[config.mk]
export PLATFORM = sky130hd
export DESIGN_NAME = phase_span_meter
export DESIGN_NICKNAME = d
export VERILOG_FILES = /design/src/rtl/psm_pkg.sv /design/src/rtl/psm_edge_sync.sv /design/src/rtl/psm_tick_gen.sv /design/src/rtl/psm_span_ctr.sv /design/src/rtl/phase_span_meter.sv
export SDC_FILE = /design/constraint.sdc
export NUM_CORES = 1
export LEC_CHECK = 0
export BUFFER_PORTS_ARGS = -buffer_cell sky130_fd_sc_hd__buf_4
export CORE_UTILIZATION = 55
export CTS_BUF_LIST = sky130_fd_sc_hd__clkbuf_16
export DETAILED_ROUTE_END_ITERATION = 16
export MAX_ROUTING_LAYER = met4
export PLACE_DENSITY = 0.8
export SYNTH_ARGS = -nofsm -noshare
export SYNTH_HDL_FRONTEND = slang
export SYNTH_HIERARCHICAL = 1
export SYNTH_SLANG_ARGS = --single-unit
[constraint.sdc]
create_clock -name clk -period 6.3 [get_ports clk]
set_clock_uncertainty 0.1 [all_clocks]
set_input_delay 1.26 -clock clk [delete_from_list [all_inputs] [get_ports clk]]
set_output_delay 1.26 -clock clk [all_outputs]
set_load 0.01 [all_outputs]
[src/rtl/psm_pkg.sv]
package psm_pkg;
  // Edge events leaving the synchronizer, one cycle wide each
  typedef struct packed {
    logic rise;
    logic fall;
  } edge_t;
endpackage

[src/rtl/psm_edge_sync.sv]
module psm_edge_sync #(
  parameter int STAGES = 2
) (
  input  logic          clk,
  input  logic          rst,
  input  logic          pin,
  output psm_pkg::edge_t evt
);
  localparam int FILL_MAX = STAGES + 1;
  localparam int FILL_W   = $clog2(FILL_MAX + 1);

  logic [STAGES-1:0] chain;
  logic              prev;
  logic [FILL_W-1:0] fill;
  logic              ready;

  assign ready = (fill == FILL_W'(FILL_MAX));

  always_ff @(posedge clk) begin
    if (rst) begin
      chain <= '0;
      prev  <= 1'b0;
      fill  <= '0;
    end else begin
      chain <= {chain[STAGES-2:0], pin};
      prev  <= chain[STAGES-1];
      if (!ready) fill <= fill + 1'b1;
    end
  end

  // Edges are held back until the chain holds real samples
  assign evt.rise = ready &  chain[STAGES-1] & ~prev;
  assign evt.fall = ready & ~chain[STAGES-1] &  prev;
endmodule

[src/rtl/psm_tick_gen.sv]
module psm_tick_gen #(
  parameter int DIV_W = 16
) (
  input  logic             clk,
  input  logic             rst,
  input  logic [DIV_W-1:0] div,
  input  logic             restart,
  output logic             tick
);
  logic [DIV_W-1:0] pre;
  logic [DIV_W-1:0] last;
  logic [DIV_W-1:0] pos;

  // The edge cycle is treated as position 0 of the new phase
  assign last = (div == '0) ? '0 : div - 1'b1;
  assign pos  = restart ? '0 : pre;
  assign tick = (pos >= last);

  always_ff @(posedge clk) begin
    if (rst)          pre <= '0;
    else if (tick)    pre <= '0;
    else              pre <= pos + 1'b1;
  end
endmodule

[src/rtl/psm_span_ctr.sv]
module psm_span_ctr #(
  parameter int CNT_W = 16
) (
  input  logic             clk,
  input  logic             rst,
  input  logic             tick,
  input  logic             restart,
  output logic [CNT_W-1:0] cnt,
  output logic             sat_hit
);
  localparam logic [CNT_W-1:0] MAX = '1;

  assign sat_hit = tick & ~restart & (cnt == MAX);

  always_ff @(posedge clk) begin
    if (rst)                       cnt <= '0;
    else if (restart)              cnt <= tick ? CNT_W'(1) : '0;
    else if (tick && cnt != MAX)   cnt <= cnt + 1'b1;
  end
endmodule

[src/rtl/phase_span_meter.sv]
module phase_span_meter #(
  parameter int CNT_W  = 16,
  parameter int DIV_W  = 16,
  parameter int STAGES = 2
) (
  input  logic               clk,
  input  logic               rst,
  input  logic [DIV_W-1:0]   tick_div,
  input  logic               sig_in,
  output logic [2*CNT_W-1:0] meas_word,
  output logic               ovf_flag
);
  psm_pkg::edge_t   evt;
  logic             any_edge;
  logic             tick;
  logic [CNT_W-1:0] cnt;
  logic             sat_hit;
  logic             armed;
  logic [CNT_W-1:0] hi_q;
  logic [CNT_W-1:0] lo_q;

  assign any_edge = evt.rise | evt.fall;

  psm_edge_sync #(.STAGES(STAGES)) u_sync (
    .clk(clk), .rst(rst), .pin(sig_in), .evt(evt)
  );

  psm_tick_gen #(.DIV_W(DIV_W)) u_tick (
    .clk(clk), .rst(rst), .div(tick_div), .restart(any_edge), .tick(tick)
  );

  psm_span_ctr #(.CNT_W(CNT_W)) u_ctr (
    .clk(clk), .rst(rst), .tick(tick), .restart(any_edge),
    .cnt(cnt), .sat_hit(sat_hit)
  );

  always_ff @(posedge clk) begin
    if (rst) begin
      armed    <= 1'b0;
      hi_q     <= '0;
      lo_q     <= '0;
      ovf_flag <= 1'b0;
    end else begin
      if (any_edge) armed <= 1'b1;
      if (armed && evt.fall) hi_q <= cnt;
      if (armed && evt.rise) lo_q <= cnt;
      if (armed && sat_hit) ovf_flag <= 1'b1;
    end
  end

  assign meas_word = {lo_q, hi_q};
endmodule

Word-level counts from Yosys, hierarchy flattened. Cells that the tools add are included.

$lt $le $gt $ge: 1. Equality and inequality tests: 3. Bitwise gates (word level): 10. Reduce and logical (&&, ||, !) cells: 7. Muxes and demuxes: 5. $add $sub $neg: 4.

Operator list (number): 16-bit 2-to-1 mux (4); 16-bit by 1-bit adder with 16-bit output (second input constant) (2); 16-bit equality test (second input constant) (1); 16-bit >= comparator (1); 16-bit logical NOT (1); 16-bit != test (second input constant) (1); 16-bit by 1-bit subtractor with 16-bit output (second input constant) (1); 1-bit AND (6); 1-bit logical AND (4); 1-bit inverter (3); 2-bit by 1-bit adder with 2-bit output (second input constant) (1); 2-bit equality test (second input constant) (1); 2-bit nonzero test (1); 2-bit OR reduction (1); 1-bit 2-to-1 mux (1); 1-bit bitwise OR (1).

Register bits after elaboration: 71. Output and inout port bits: 33. Input bits: 19. Word-level logic and storage cells: 39.

Depth between registers and ports, before layout.
Depth after elaboration: 9. Depth in mapped cells: 17. Depth with buffers taken out: 15.

Hierarchy. The synthesis kept the hierarchy.

By module, submodules not included: psm_tick_gen (times used 1, seq. area each 320.3 um2, cells an instance 203, area an instance 1611.5 um2); phase_span_meter (times used 1, seq. area each 680.7 um2, cells an instance 132, area an instance 1415.1 um2); psm_span_ctr (times used 1, seq. area each 320.3 um2, cells an instance 108, area an instance 882.1 um2); psm_edge_sync (times used 1, seq. area each 100.1 um2, cells an instance 16, area an instance 175.2 um2).

Least setup slack after synthesis. Ideal clock, no wire load.

Path kind: input to register. Start point: input port tick_div[5]. End point: register u_ctr.cnt[14]. Required time: 6084 ps. Setup time: 116 ps. Arrival time: 4907 ps. Slack: 1177 ps. Stages on the path: 16. Buffers on the path: 3. Path through: nor4_2 -> and2_0 -> clkbuf_1 -> nand4b_1 -> mux2i_1 -> ha_1 -> nand4_1 -> or3_1 -> nor3_1 -> or2_2 -> buf_2 -> nand3_1 -> or3_1 -> clkbuf_1 -> or4_1 -> o211a_1.

Word-level cells in the longest chain between the ends: 5. Elaborated cells on any way between the ends: 6. Classes of those cells: add/sub (1); order compare (1); mux (1); reduce/logical (3).

RTL lines: start: declaration (RTL line phase_span_meter.sv:8) `input logic [DIV_W-1:0] tick_div,`; 16-bit by 1-bit subtractor with 16-bit output or 16-bit logical NOT (tied branches) (RTL line psm_tick_gen.sv:15) `assign last = (div == '0) ? '0 : div - 1'b1;`; 16-bit 2-to-1 mux (*) (RTL line psm_tick_gen.sv:15); 16-bit >= comparator (*) (RTL line psm_tick_gen.sv:17) `assign tick = (pos >= last);`; via tick (RTL line phase_span_meter.sv:15) `logic tick;`; 1-bit logical AND (*) (RTL line psm_span_ctr.sv:18) `else if (tick && cnt != MAX) cnt <= cnt + 1'b1;`; 2-bit nonzero test (no source line) (*); end signal: assignment (RTL line psm_span_ctr.sv:17) `else if (restart) cnt <= tick ? CNT_W'(1) : '0;`; end signal: assignment (RTL line psm_span_ctr.sv:18); end: declaration (RTL line psm_span_ctr.sv:8) `output logic [CNT_W-1:0] cnt,`.

Mark *: on every way through the listed nets, which the timed path passes. The rest lies on a longest branch. A chain may end at the register's enable or synchronous reset.

Final worst setup path. Same ends and word-level chain as after synthesis.

==> results.yml <==
status:
  status: "finished, final reports clean"
finish:
  drive_gt1_frac: 0.161
  fin_nets: 543
  final_cells: 607
  nFillCells: 559
  n_antenna_cell: 0
  multi_input_area_um2: 2510
  area_growth_pct: 18.0
  seq_area_um2: 1420
clock_network:
  clk_pin_slew_ns: 0.06
  numCtsBuffers: 9
  cts_max_level: 3
  clock_path_buffers: 2
  cts_hold_buf: 0
  clock-root-buffer: "clkbuf_16"
  cts.sinks: 71
  clock_latency_ns: 0.32
  ctsResizeCount: 0
  cts_setup_buffers: 0
  cts_tree: "yes"
yosys:
  yosys-top-cells-area: "dfxtp_1 (35%), mux2i_1 (9.3%), nand2b_1 (8.0%)"
  synthesis.area_um2: 4080
  async_reset_ff_frac: 0
  synth_cell_types: 56
  synth.mux.area_fraction: 0.0931
  syn-mean-instance-area_um2: 8.90
  post-synth-top-count-cell: "dfxtp_1"
  synth_edf_count: 0
  ys_seq_area_frac: 0.348
  synth_ff_type: "dfxtp_1"
  synth_top_family_by_area: "simple AND/OR/NAND/NOR gates"
  synth_xor_area_frac: 0.0472
  synth_common_cells: "dfxtp_1 (71), nand2b_1 (52), mux2i_1 (38)"
  syn_inst: 459
  synth-compound-area-share: 0.0806
  yosys_warnings: 6
  yosysTopAreaCell: "dfxtp_1"
  synth-simple-area-share: 0.330
  synth.net_count: 499
  synthAdderAreaFrac: 0.0643
  synth_top_cell_area_share: 0.348
  synth_seq_cells: 71
sta:
  hold_viol_final: 0
  fin_crit_sh: 0.855
  drv_slew: 0
  max_freq_mhz: 186
  setup_viol: 0
  tns_ns: 0
  tightestPinTransition_ns: 0.995
  relSlewSlack: 0.332
  min_period_ns: 5.39
  grt_setup_unrepaired: "no"
grt:
  grt_max_degree: 62
  grt.total_usage: 0.244
  grt_antenna_before_repair: 0
  gr-total-overflow: 0
  grt_pass1_wl_mm: 14.4
  grt_pass1_vias: 3325
setup_path:
  cp.arrival_ns: 5.50
  slowest_stage: "nor4_2"
  r2r-end: "u_ctr/cnt[14]"
  endpoint_kind: "flip-flop"
  path_class: "in2reg"
  cp_cell_sequence: "buf_4, nor4_2, and2_0, nand3_1, o21ai_0, ha_1, nand4_1, or3_1, nor3_1, or2_2, nand3_1, or3_1, or4_1, o211a_1"
  r2r_start: "u_sync/fill[1]"
  max_stage_delay_ns: 0.57
  r2r_cells: 14
  worstPathRequired_ns: 6.41
  startpoint_type: "input port"
  reg2reg_slack_ns: 1.66
  worstPathMaxFanout: 12
  crit_path_start: "tick_div[5]"
pwr:
  ir_worst_vdd_v: 0.000122
  p_per_area_nw_per_um2: 224
  swShare: 0.224
  p_clk_frac: 0.510
  power_frac_seq: 0.425
  p_leak_nw: 1.96
  intPower_w: 0.000839
  combPwrFrac: 0.065
  p_switching_w: 0.000242
placement:
  gp_congestion: 0.885
  dpl.hpwl_mm: 6.32
  placedCellCount: 591
  port_buffers: 51
floorplanning:
  fp-row-count: 31
  fp.dieH_um: 88.2
  io_pins: 52
  die-area_um2: 7770
  start_util: 0.566
  die_x_um: 88.2
  core_area_um2: 7210
hold_path:
  hold_path_end: "u_sync/chain[1]"
  hp-class: "reg2reg"
  hold_path_depth: 1
  worstHoldStart: "u_sync/chain[0]"
detailed_routing:
  avgViaCountPerCell: 5.67
  drt-total-wl_mm: 8.75
  num_vias: 3439
  firstDrtPassIters: 5
  drtIter0Drc: 163
  drc: 0
  drtAntennaViolNets: 0
  wire_per_inst_um: 14.4
run:
  max_cap_violations: 0
==> per-layer routing <==
layer,wire (um),GRT usage,up-vias
li1,-,-,1732
met1,3750,0.262,1605
met2,4530,0.443,94
met3,362,0.0405,8
met4,109,0.0953,0
met5,0,-,-
==> cell families (layout without fill, tap and decap cells) <==
group | Yosys count | count (layout)
AND/OR/NAND/NOR | 228 | 228
flip-flops | 71 | 71
AO/OA/AOI/OAI | 49 | 49
multiplexers | 38 | 38
buffers and inverters | 30 | 79
XOR/XNOR | 22 | 22
adder cells (fa/ha/maj) | 21 | 21
==> critical path, delay by kind of cell <==
kind / cells / cell delay [ns]
and+or+nand+nor: 10 / 3.61
adders and majority gates: 1 / 0.15
buffers and inverters: 1 / 0.12
AOI/OAI and AO/OA: 2 / 0.34
==> worst max path at each step <==
stage	slack, ns	cells past startpoint	to
after floorplan	1.18	16	u_ctr/cnt[14]
after global placement	0.82	14	u_ctr/cnt[14]
after detailed placement	0.72	14	u_ctr/cnt[14]
after CTS	1.02	14	u_ctr/cnt[14]
after global routing	0.57	14	u_ctr/cnt[14]
final	0.91	14	u_ctr/cnt[14]
==> cell usage in the layout (no fill, tap or decap), types with 5 or more instances in the layout <==
| master | n |
|---|---|
| or4_1 | 7 |
| ha_1 | 21 |
| xor2_1 | 5 |
| nor2b_1 | 14 |
| o31ai_1 | 6 |
| nand3_1 | 16 |
| dfxtp_1 | 71 |
| nand4_1 | 10 |
| nand2b_1 | 52 |
| or3_1 | 6 |
| nand3b_1 | 9 |
| buf_4 | 52 |
| xnor2_1 | 17 |
| o21ai_0 | 7 |
| nand2_1 | 30 |
| inv_1 | 11 |
| nor3_1 | 20 |
| mux2i_1 | 38 |
| clkbuf_16 | 9 |
| a21oi_1 | 16 |
| nor2_1 | 23 |
==> flip-flops by register name, indices dropped and copies added, names as in the netlist, 2 cells and up <==
signal        cells
u_sync/fill       2
u_tick/pre       16
u_sync/chain      2
u_ctr/cnt        16
lo_q             16
hi_q             16
==> stage by stage <==
stage                     power (W)  instance area [um^2]  utilization  hold WS [ns]  setup WS, ns
after floorplan            0.000514                  4080            -         0.314          1.18
after global placement     0.000535                  4490        0.622         0.325         0.818
after detailed placement   0.000539                  4490        0.622         0.338         0.717
after CTS                   0.00109                  4820        0.668         0.351          1.02
after global routing        0.00112                  4820        0.668         0.364         0.574
final                       0.00108                  4820        0.668         0.343         0.911
==> area by class of cell <==
| cell class | instances | share of cell area |
|---|---|---|
| multi-input combinational | 358 | 0.522 |
| timing repair buffer | 52 | 0.0810 |
| sequential | 71 | 0.295 |
| inverter | 11 | 0.00857 |
| clock buffer | 9 | 0.0467 |
| tap | 99 | 0.0257 |
| clock inverter | 7 | 0.0213 |
==> power groups by stage <==
stage / combinational [W] / clock [W] / sequential [W]
floorplan: 0.0000462 / 0 / 0.000468
detailed placement: 0.0000705 / 0 / 0.000469
global route: 0.0000789 / 0.000584 / 0.000459
global placement: 0.0000666 / 0 / 0.000468
finish: 0.0000705 / 0.000551 / 0.000459
CTS: 0.0000710 / 0.000562 / 0.000459
Power figures use the tool's default switching activity.
